## src/rtl/bank_guard_pkg.sv

```systemverilog
`timescale 1ns/1ps
package bank_guard_pkg;

  localparam logic [3:0] OP_NOP  = 4'd0;
  localparam logic [3:0] OP_ACT  = 4'd1;
  localparam logic [3:0] OP_RD   = 4'd2;
  localparam logic [3:0] OP_WR   = 4'd3;
  localparam logic [3:0] OP_BST  = 4'd4;
  localparam logic [3:0] OP_PRE  = 4'd5;
  localparam logic [3:0] OP_PREA = 4'd6;
  localparam logic [3:0] OP_REF  = 4'd7;
  localparam logic [3:0] OP_LMR  = 4'd8;

  typedef enum logic [1:0] {
    BK_IDLE    = 2'd0,
    BK_OPENING = 2'd1,
    BK_OPEN    = 2'd2,
    BK_CLOSING = 2'd3
  } bank_st_e;

  typedef enum logic [2:0] {
    V_NONE     = 3'd0,
    V_BUSY     = 3'd1,
    V_STATE    = 3'd2,
    V_TRCD     = 3'd3,
    V_TRAS     = 3'd4,
    V_TRP      = 3'd5,
    V_NOT_IDLE = 3'd6,
    V_OPCODE   = 3'd7
  } viol_e;

endpackage

```

## src/rtl/bank_tracker.sv

```systemverilog
`timescale 1ns/1ps
module bank_tracker
  import bank_guard_pkg::*;
#(
  parameter int T_RCD = 3,
  parameter int T_RP  = 3,
  parameter int T_RAS = 6
) (
  input  logic     clk,
  input  logic     rst_n,
  input  logic     open_go,
  input  logic     close_go,
  output bank_st_e st,
  output logic     col_ready,
  output logic     is_open,
  output logic     ras_done,
  output logic     idle_ready
);

  localparam int TMAX = (T_RCD > T_RP) ? T_RCD : T_RP;
  localparam int TW   = $clog2(TMAX + 1);
  localparam int RW   = $clog2(T_RAS + 1);

  logic [TW-1:0] phase_cnt;   // remaining cycles of tRCD or tRP
  logic [RW-1:0] ras_cnt;     // remaining cycles of tRAS

  always_ff @(posedge clk or negedge rst_n) begin
    if (!rst_n) begin
      st        <= BK_IDLE;
      phase_cnt <= '0;
      ras_cnt   <= '0;
    end else if (open_go) begin
      st        <= BK_OPENING;
      phase_cnt <= TW'(T_RCD - 1);
      ras_cnt   <= RW'(T_RAS - 1);
    end else begin
      if (close_go) begin
        st        <= BK_CLOSING;
        phase_cnt <= TW'(T_RP - 1);
      end else begin
        if (phase_cnt != '0) phase_cnt <= phase_cnt - 1'b1;
        if (st == BK_OPENING && phase_cnt == '0) st <= BK_OPEN;
        if (st == BK_CLOSING && phase_cnt == '0) st <= BK_IDLE;
      end
      if (ras_cnt != '0) ras_cnt <= ras_cnt - 1'b1;
    end
  end

  assign is_open    = (st == BK_OPENING) || (st == BK_OPEN);
  assign col_ready  = (st == BK_OPEN) || (st == BK_OPENING && phase_cnt == '0);
  assign ras_done   = (ras_cnt == '0);
  assign idle_ready = (st == BK_IDLE) || (st == BK_CLOSING && phase_cnt == '0);

endmodule

```

## src/rtl/busy_timer.sv

```systemverilog
`timescale 1ns/1ps
module busy_timer #(
  parameter int T_RFC = 8,
  parameter int T_MRD = 2
) (
  input  logic clk,
  input  logic rst_n,
  input  logic ref_go,
  input  logic mrs_go,
  output logic busy
);

  localparam int LMAX = (T_RFC > T_MRD) ? T_RFC : T_MRD;
  localparam int CW   = $clog2(LMAX + 1);

  logic [CW-1:0] cnt;

  always_ff @(posedge clk or negedge rst_n) begin
    if (!rst_n)               cnt <= '0;
    else if (ref_go)          cnt <= CW'(T_RFC - 1);
    else if (mrs_go)          cnt <= CW'(T_MRD - 1);
    else if (cnt != '0)       cnt <= cnt - 1'b1;
  end

  assign busy = (cnt != '0);

endmodule

```

## src/rtl/cmd_judge.sv

```systemverilog
`timescale 1ns/1ps
module cmd_judge
  import bank_guard_pkg::*;
#(
  parameter int BANK_BITS = 2,
  localparam int NB = 1 << BANK_BITS
) (
  input  logic                 valid,
  input  logic [3:0]           op,
  input  logic [BANK_BITS-1:0] bank,
  input  logic                 busy,
  input  logic [NB-1:0]        is_open,
  input  logic [NB-1:0]        col_ready,
  input  logic [NB-1:0]        ras_done,
  input  logic [NB-1:0]        idle_ready,
  output logic                 legal,
  output viol_e                code,
  output logic [NB-1:0]        open_go,
  output logic [NB-1:0]        close_go,
  output logic                 ref_go,
  output logic                 mrs_go
);

  logic [NB-1:0] sel;
  assign sel = NB'(1) << bank;

  always_comb begin
    code = V_NONE;
    if (valid && op != OP_NOP) begin
      if (busy) begin
        code = V_BUSY;
      end else begin
        case (op)
          OP_ACT: begin
            if (is_open[bank])          code = V_STATE;
            else if (!idle_ready[bank]) code = V_TRP;
          end
          OP_RD, OP_WR, OP_BST: begin
            if (!is_open[bank])         code = V_STATE;
            else if (!col_ready[bank])  code = V_TRCD;
          end
          OP_PRE: begin
            if (!is_open[bank])         code = V_STATE;
            else if (!ras_done[bank])   code = V_TRAS;
          end
          OP_PREA: begin
            if ((is_open & ~ras_done) != '0) code = V_TRAS;
          end
          OP_REF, OP_LMR: begin
            if (!(&idle_ready))         code = V_NOT_IDLE;
          end
          default:                      code = V_OPCODE;
        endcase
      end
    end
  end

  assign legal = valid && (code == V_NONE);

  always_comb begin
    open_go  = '0;
    close_go = '0;
    if (legal && op == OP_ACT)  open_go  = sel;
    if (legal && op == OP_PRE)  close_go = sel;
    if (legal && op == OP_PREA) close_go = is_open;
  end

  assign ref_go = legal && (op == OP_REF);
  assign mrs_go = legal && (op == OP_LMR);

endmodule

```

## src/rtl/bank_guard.sv

```systemverilog
`timescale 1ns/1ps
module bank_guard
  import bank_guard_pkg::*;
#(
  parameter int BANK_BITS = 2,
  parameter int T_RCD     = 3,
  parameter int T_RP      = 3,
  parameter int T_RAS     = 6,
  parameter int T_RFC     = 8,
  parameter int T_MRD     = 2
) (
  input  logic                         clk,
  input  logic                         rst_n,
  input  logic                         cmd_valid,
  input  logic [3:0]                   cmd_op,
  input  logic [BANK_BITS-1:0]         cmd_bank,
  output logic [2*(1<<BANK_BITS)-1:0]  bank_state,
  output logic                         cmd_ok,
  output logic                         viol,
  output logic [2:0]                   viol_code
);

  localparam int NB = 1 << BANK_BITS;

  logic [NB-1:0] is_open, col_ready, ras_done, idle_ready;
  logic [NB-1:0] open_go, close_go;
  logic          ref_go, mrs_go, busy, legal;
  viol_e         code;

  for (genvar b = 0; b < NB; b++) begin : g_bank
    bank_st_e st_b;
    bank_tracker #(.T_RCD(T_RCD), .T_RP(T_RP), .T_RAS(T_RAS)) u_trk (
      .clk(clk), .rst_n(rst_n),
      .open_go(open_go[b]), .close_go(close_go[b]),
      .st(st_b), .col_ready(col_ready[b]), .is_open(is_open[b]),
      .ras_done(ras_done[b]), .idle_ready(idle_ready[b])
    );
    assign bank_state[2*b +: 2] = st_b;
  end

  busy_timer #(.T_RFC(T_RFC), .T_MRD(T_MRD)) u_busy (
    .clk(clk), .rst_n(rst_n), .ref_go(ref_go), .mrs_go(mrs_go), .busy(busy)
  );

  cmd_judge #(.BANK_BITS(BANK_BITS)) u_judge (
    .valid(cmd_valid), .op(cmd_op), .bank(cmd_bank), .busy(busy),
    .is_open(is_open), .col_ready(col_ready), .ras_done(ras_done),
    .idle_ready(idle_ready), .legal(legal), .code(code),
    .open_go(open_go), .close_go(close_go), .ref_go(ref_go), .mrs_go(mrs_go)
  );

  always_ff @(posedge clk or negedge rst_n) begin
    if (!rst_n) begin
      cmd_ok    <= 1'b0;
      viol      <= 1'b0;
      viol_code <= 3'd0;
    end else begin
      cmd_ok    <= legal;
      viol      <= cmd_valid && !legal;
      viol_code <= code;
    end
  end

endmodule

```

## config.mk

```make
export PLATFORM = sky130hd
export DESIGN_NAME = bank_guard
export DESIGN_NICKNAME = d
export VERILOG_FILES = /design/src/rtl/bank_guard_pkg.sv /design/src/rtl/bank_tracker.sv /design/src/rtl/busy_timer.sv /design/src/rtl/cmd_judge.sv /design/src/rtl/bank_guard.sv
export SDC_FILE = /design/constraint.sdc
export NUM_CORES = 1
export LEC_CHECK = 0
export BUFFER_PORTS_ARGS = -buffer_cell sky130_fd_sc_hd__buf_2
export CAP_MARGIN = 0
export CORE_MARGIN = 3
export CORE_UTILIZATION = 40
export CTS_CLUSTER_SIZE = 10
export DETAILED_ROUTE_END_ITERATION = 8
export GPL_TIMING_DRIVEN = 0
export SLEW_MARGIN = 15
export SYNTH_ARGS = -nofsm -noshare
export SYNTH_HDL_FRONTEND = slang
export SYNTH_SLANG_ARGS = --single-unit
```

## constraint.sdc

```tcl
create_clock -name clk -period 6.5 [get_ports clk]
set_clock_uncertainty 0.05 [all_clocks]
set_input_delay 0.325 -clock clk [delete_from_list [all_inputs] [get_ports clk]]
set_output_delay 0.325 -clock clk [all_outputs]
set_load 0.005 [all_outputs]
```

=== After elaboration in Yosys (flattened, before gate mapping) ===
Index checks and enable logic that the tools add are counted.

* $add $sub $neg: 9
* $lt $le $gt $ge: 1
* Equal/unequal tests: 20
* Shifts and indexed selects: 1
* Multiplexer cells: 61
* Bitwise gates (word level): 2
* Reductions and logical operators: 69

{| class="wikitable"
|+ Operators with widths
! kind !! number
|-
| $mux W2 || 29
|-
| $mux W3 || 17
|-
| $reduce_bool A4 Y1 || 7
|-
| $reduce_bool A3 Y1 || 9
|-
| $mux W4 || 6
|-
| $eq A2 B2 Y1 const B || 8
|-
| $eq A4 B3 Y1 const B || 4
|-
| $logic_and A1 B1 Y1 || 16
|-
| $logic_not A2 Y1 || 8
|-
| $reduce_bool A2 Y1 || 8
|-
| $logic_not A3 Y1 || 5
|-
| $pmux W3 S5 || 1
|-
| $logic_or A1 B1 Y1 || 12
|-
| $sub A3 B1 Y3 const B || 4
|-
| $bmux W1 S2 || 4
|-
| $eq A2 B1 Y1 const B || 4
|-
| $eq A4 B2 Y1 const B || 2
|-
| $sub A2 B1 Y2 const B || 4
|-
| $and A4 B4 Y4 || 1
|-
| $eq A4 B1 Y1 const B || 1
|-
| $eq A4 B4 Y1 const B || 1
|-
| $mux W1 || 4
|-
| $not A4 Y4 || 1
|-
| $reduce_and A4 Y1 || 1
|-
| 6 further kinds || 6
|}

* Bits in registers: 37
* Output and inout bits: 13
* Word-level logic and storage cells: 179

=== Logic depth before layout (Yosys ltp) ===
* Depth in word-level cells: 17
* Mapped depth: 14
* Mapped depth without buffers: 12

=== Hierarchy ===
From an unflattened synthesis, not the netlist that was laid out.

* Cell total of the unflattened synthesis: 275
* Area, all modules: 2,677.6 µm²

{| class="wikitable"
|+ By module, submodules not included
! module !! times used !! cells an instance !! area an instance (µm²)
|-
| bank_tracker || 4 || 41 || 417.9
|-
| cmd_judge || 1 || 86 || 648.1
|-
| busy_timer || 1 || 19 || 219.0
|-
| bank_guard || 1 || 6 || 138.9
|}

=== Worst setup path before layout ===
Ideal clock, no wire load.

* Path kind: reg-to-reg
* Start: register g_bank[0].u_trk.st[0]
* End: register g_bank[3].u_trk.phase_cnt[1]
* Library setup time: 0.124 ns
* Arrival: 2.760 ns
* Setup slack: 3.566 ns
* Stages on the path, launching flop included: 12
* Period minus slack after synthesis: 2.934 ns
* Cells stage by stage: dfrtp_1 inv_1 ha_1 mux4_2 or4_1 a41oi_2 nor2_2 nand3_2 inv_2 buf_6 nor2b_4 a211o_1

* Word-level cells in the longest chain between the ends: 17
* Elaborated cells on any way between the ends: 39

{| class="wikitable"
|+ RTL lines
! item !! line !! source
|-
| from (decl) || bank_tracker.sv:13 || <nowiki>output bank_st_e st,</nowiki>
|-
| from (signal assigned) || bank_tracker.sv:29 || <nowiki>st <= BK_IDLE;</nowiki>
|-
| from (signal assigned) || bank_tracker.sv:33 || <nowiki>st <= BK_OPENING;</nowiki>
|-
| from (signal assigned) || bank_tracker.sv:38 || <nowiki>st <= BK_CLOSING;</nowiki>
|-
| $eq A2 B1 Y1 or $eq A2 B2 Y1 (tied branches) || bank_tracker.sv:49, bank_tracker.sv:50, bank_tracker.sv:52 ||
|-
| $logic_and A1 B1 Y1, on equally long branches || bank_tracker.sv:50, bank_tracker.sv:52 ||
|-
| $logic_or A1 B1 Y1, on equally long branches || bank_tracker.sv:50, bank_tracker.sv:52 ||
|-
| $bmux W1 S2, on equally long branches || cmd_judge.sv:40, cmd_judge.sv:36 ||
|-
| $mux W1, on equally long branches || cmd_judge.sv:40, cmd_judge.sv:36 ||
|-
| $mux W2 or $mux W3 (tied branches) || cmd_judge.sv:40, cmd_judge.sv:36 ||
|-
| $mux W3, on equally long branches || cmd_judge.sv:39, cmd_judge.sv:35 ||
|-
| $pmux W3 S5 * || cmd_judge.sv:33 || <nowiki>case (op)</nowiki>
|-
| [2 not listed] || -- ||
|-
| net code[0] || bank_guard.sv:28 || <nowiki>viol_e code;</nowiki>
|-
| $logic_not A3 Y1 * || cmd_judge.sv:58 || <nowiki>assign legal = valid && (code == V_NONE);</nowiki>
|-
| $logic_and A1 B1 Y1 * || cmd_judge.sv:58 ||
|-
| $logic_and A1 B1 Y1 || cmd_judge.sv:64 || <nowiki>if (legal && op == OP_PRE) close_go = sel;</nowiki>
|-
| $mux W4 || cmd_judge.sv:64 ||
|-
| $mux W4 || cmd_judge.sv:65 || <nowiki>if (legal && op == OP_PREA) close_go = is_open;</nowiki>
|-
| $mux W2 || bank_tracker.sv:37 || <nowiki>if (close_go) begin</nowiki>
|-
| $mux W2 || bank_tracker.sv:32 || <nowiki>end else if (open_go) begin</nowiki>
|-
| to (signal assigned) || bank_tracker.sv:34 || <nowiki>phase_cnt <= TW'(T_RCD - 1);</nowiki>
|-
| to (signal assigned) || bank_tracker.sv:39 || <nowiki>phase_cnt <= TW'(T_RP - 1);</nowiki>
|-
| to (signal assigned) || bank_tracker.sv:41 || <nowiki>if (phase_cnt != '0) phase_cnt <= phase_cnt - 1'b1;</nowiki>
|-
| to (decl) || bank_tracker.sv:24 || <nowiki>logic [TW-1:0] phase_cnt;</nowiki>
|}

The timed path passes the listed nets; every way through them passes the cells marked *. The select of a mux whose other input is x is not followed.
A chain may end at the register's enable or synchronous reset.

=== Worst setup path in the final report ===
* Start: register g_bank[0].u_trk.st[0]
* End: register g_bank[0].u_trk.ras_cnt[2]

* Word-level cells in the longest chain between the ends: 15
* Elaborated cells on any way between the ends: 34

{| class="wikitable"
|+ RTL lines
! item !! line !! source
|-
| $eq A2 B1 Y1 or $eq A2 B2 Y1 (tied branches) || bank_tracker.sv:49, bank_tracker.sv:50, bank_tracker.sv:52 ||
|-
| $logic_and A1 B1 Y1, on equally long branches || bank_tracker.sv:50, bank_tracker.sv:52 ||
|-
| $logic_or A1 B1 Y1, on equally long branches || bank_tracker.sv:50, bank_tracker.sv:52 ||
|-
| $bmux W1 S2, on equally long branches || cmd_judge.sv:40, cmd_judge.sv:36 ||
|-
| $mux W1, on equally long branches || cmd_judge.sv:40, cmd_judge.sv:36 ||
|-
| $mux W2 or $mux W3 (tied branches) || cmd_judge.sv:40, cmd_judge.sv:36 ||
|-
| $mux W3, on equally long branches || cmd_judge.sv:39, cmd_judge.sv:35 ||
|-
| $pmux W3 S5 * || cmd_judge.sv:33 ||
|-
| $mux W3 * || cmd_judge.sv:30 || <nowiki>if (busy) begin</nowiki>
|-
| $mux W3 * || cmd_judge.sv:29 || <nowiki>if (valid && op != OP_NOP) begin</nowiki>
|-
| net code[0] || bank_guard.sv:28 ||
|-
| $logic_not A3 Y1 * || cmd_judge.sv:58 ||
|-
| $logic_and A1 B1 Y1 * || cmd_judge.sv:58 ||
|-
| net legal || bank_guard.sv:27 || <nowiki>logic ref_go, mrs_go, busy, legal;</nowiki>
|-
| $logic_and A1 B1 Y1 * || cmd_judge.sv:63 || <nowiki>if (legal && op == OP_ACT) open_go = sel;</nowiki>
|-
| $mux W4 * || cmd_judge.sv:63 ||
|-
| $mux W3 or $reduce_bool A2 Y1 (tied branches) || -- ||
|-
| to (signal assigned) || bank_tracker.sv:35 || <nowiki>ras_cnt <= RW'(T_RAS - 1);</nowiki>
|-
| to (signal assigned) || bank_tracker.sv:45 || <nowiki>if (ras_cnt != '0) ras_cnt <= ras_cnt - 1'b1;</nowiki>
|-
| to (decl) || bank_tracker.sv:25 || <nowiki>logic [RW-1:0] ras_cnt;</nowiki>
|}

Marks and branches as above.

==> results.yml <==
critical_path:
  crit_chain: "inv_1 > ha_1 > mux4_2 > or4_1 > a41oi_2 > nor2_2 > nand3_2 > inv_2 > buf_6 > buf_2 > nand3_1 > o211ai_1"
  r2r_setup_slack_ps: 3270
  cp-startpoint: "g_bank[0].u_trk.st[0]$_DFFE_PN0P_"
  slowest_stage: "or4_1"
  r2r_end: "g_bank[0].u_trk.ras_cnt[2]$_DFFE_PN0P_"
  critPathMaxStageDelay_ps: 580
  criticalPathCategory: "reg2reg"
  required_ps: 6620
  path_delay_family: "simple AND/OR/NAND/NOR gates"
  crit_cells: 12
  end_kind: "flip-flop"
  r2r_cells: 12
  r2r-start: "g_bank[0].u_trk.st[0]$_DFFE_PN0P_"
  cp.arrival_ps: 3350
  crit_fanout: 10
  crit_path_start_kind: "flip-flop"
  crit_buf_inv: 4
finish:
  fin_util_pct: 46.4
  fin_nets: 334
  n_antenna_cell: 0
  final_cell_mix: "37 x dfrtp_1, 32 x inv_1, 30 x ha_1"
  syn_to_final_growth_pct: 10.6
  multi_input_area_um2: 1420
  final_common_cell: "dfrtp_1"
  seq_area_um2: 926
  num-fill-cells: 621
  drive_above_1_share_pct: 14.9
timing:
  fin_setup_tns_ps: 0
  relSlewSlack_pct: 43.8
  drv_slew: 0
  fmax_ghz: 0.310
  setup_viol: 0
  finalHoldViolCount: 0
  worst_pin_slew_ps: 844
  post-route-period-util_pct: 49.6
  period_needed_ps: 3230
  grt_setup_unrepaired: "false"
route:
  drc_errors: 0
  finalWirelength_mm: 4.97
  detailedRoute.firstPassIterationCount: 4
  drtIter0Drc: 98
  avgViaCountPerCell: 5.19
  wl_per_cell_um: 13.4
  ant_nets: 0
  via_count: 1927
power_and_ir_drop:
  p_int_uw: 710
  swShare_pct: 40.5
  power_density_nw_per_um2: 426
  p_leak_uw: 0.00139
  pwr-share-comb_pct: 52.3
  seq_power_share_pct: 34.7
  pwr-share-clk_pct: 13.0
  vdd_drop_max_uv: 191
  netSwitchingPower_uw: 483
die:
  die_x_um: 85.5
  fp.dieArea_um2: 7310
  coreArea_um2: 6030
  rows: 28
  boundaryPins: 22
  initial_utilization_pct: 41.9
  die_h_um: 85.5
clocking:
  post_cts_buffers: 0
  cts_sinks: 37
  root_buffer: "clkbuf_8"
  cts-htree-levels: 2
  hold_buffers: 0
  clk_pin_slew_ps: 70
  cts_tree: "built"
  cts_inserted_buffers: 5
  clk_latency_ps: 290
  ctsResizeCount: 0
  clockBufferDepth: 2
yosys:
  postSynthCellCount: 269
  synthFlopType: "dfrtp_1"
  ys_seq_elements: 37
  synth_cell_type_count: 57
  syn_avg_cell_area_um2: 9.40
  syn_nets: 308
  yosysSeqAreaShare_pct: 36.6
  synthArstFlopShare_pct: 100
  synth_warnings: 0
  syn-cell-area_um2: 2530
  synth_edf_count: 0
grt:
  grt_max_degree: 38
  antenna_found_initial: 0
  grt_usage_pct: 14.5
  grt_pass1_wl_mm: 8.50
  grt-ovfl-total: 0
  grt_pass1_vias: 1857
place:
  place.gp.congestion: 0.796
  dp_hpwl_mm: 3.71
  port_buffers: 19
hold_path:
  hold_class: "in2async"
outcome:
  status: "completed"
job:
  drv_cap: 0
## sequential cells by signal, summed over array words and instances (netlist names)
| name | cells |
|---|---|
| cmd_ok | 1 |
| g_bank.u_trk.ras_cnt | 12 |
| g_bank.u_trk.st | 8 |
| u_busy.cnt | 4 |
| viol | 1 |
| g_bank.u_trk.phase_cnt | 8 |
| viol_code | 3 |
## metal layers
metal	routed length, um	track usage, %
met1	2520	19.9
met3	201	4.03
met5	0	0
met2	2190	22.7
met4	51	3.74
## how the worst max path moves through the flow
stage                                                to  slack, ps
4_1_cts          g_bank[0].u_trk.ras_cnt[2]$_DFFE_PN0P_       3290
6_report         g_bank[0].u_trk.ras_cnt[2]$_DFFE_PN0P_       3270
3_5_place_dp     g_bank[0].u_trk.ras_cnt[2]$_DFFE_PN0P_       3320
2_1_floorplan  g_bank[3].u_trk.phase_cnt[1]$_DFFE_PN0P_       3570
5_1_grt          g_bank[0].u_trk.ras_cnt[2]$_DFFE_PN0P_       3020
3_3_place_gp     g_bank[0].u_trk.ras_cnt[2]$_DFFE_PN0P_       3320
## final cells by class
type,instances,share of cell area (%)
repair buffers,19,3.40
inverters,33,4.43
well taps,75,3.36
clock buffers,8,2.86
flip-flops and latches,37,33.1
plain buffers,9,2.15
multi-input cells,190,50.7
## stage by stage
stage                     instance area [um2]  total power (uW)  setup WS (ps)  instances  hold slack [ps]
final                                    2800              1190           3270        371             90.6
after global routing                     2800              1320           3020        371              154
after CTS                                2800              1210           3290        371              129
after detailed placement                 2720              1050           3320        363              433
after global placement                   2720              1030           3320        363              425
after floorplan                          2530               896           3570        269            -20.6
## logic make-up (layout without fill, tap and decap cells)
| kind of cell | count (synthesis) | after routing | share of synthesized area [%] |
|---|---|---|---|
| AOI/OAI and AO/OA | 64 | 64 | 17.5 |
| adders and majority gates | 30 | 30 | 14.9 |
| muxes | 2 | 2 | 1.78 |
| buffers and inverters | 42 | 69 | 7.28 |
| xor gates and xnor gates | 12 | 12 | 4.16 |
| and+or+nand+nor | 82 | 82 | 17.8 |
| DFF | 37 | 37 | 36.6 |
## worst register-to-register path, stage by stage (launching register included)
cell and delay, ps:
dfrtp_1 420, inv_1 90, ha_1 350, mux4_2 530, or4_1 580, a41oi_2 270, nor2_2 80, nand3_2 110
inv_2 60, buf_6 140, buf_2 190, nand3_1 140, o211ai_1 100
## synthesized netlist by cell type, types with 2 or more instances
cell type	count	area (um2)
o21a_1	2	15.0
xor2_1	8	70.1
nand3_1	4	20.0
nor2b_1	5	31.3
a2bb2oi_1	2	17.5
a31oi_1	3	18.8
a211o_1	2	17.5
dfrtp_1	37	926
clkbuf_1	3	11.3
inv_1	32	120
and3_1	4	25.0
buf_2	3	15.0
nand4_1	2	12.5
nor3_1	2	10.0
o31a_1	2	17.5
mux4_2	2	45.0
o41ai_1	2	17.5
a21o_1	3	22.5
nand2_1	27	101
o21ai_0	12	60.1
nor2_1	13	48.8
a211oi_1	2	15.0
o31ai_1	2	15.0
buf_6	3	33.8
a21oi_1	15	75.1
ha_1	30	375
and2_1	3	18.8
xnor2_1	4	35.0
nand2b_1	8	50.1
o211ai_1	5	37.5
## power groups by stage
stage,sequential (uW),clock [uW],combinational (uW)
CTS,415,161,633
global route,430,170,724
finish,414,155,624
global placement,416,0,613
floorplan,410,0,486
detailed placement,421,0,626
Note: power is estimated with default switching activity, not from simulation.
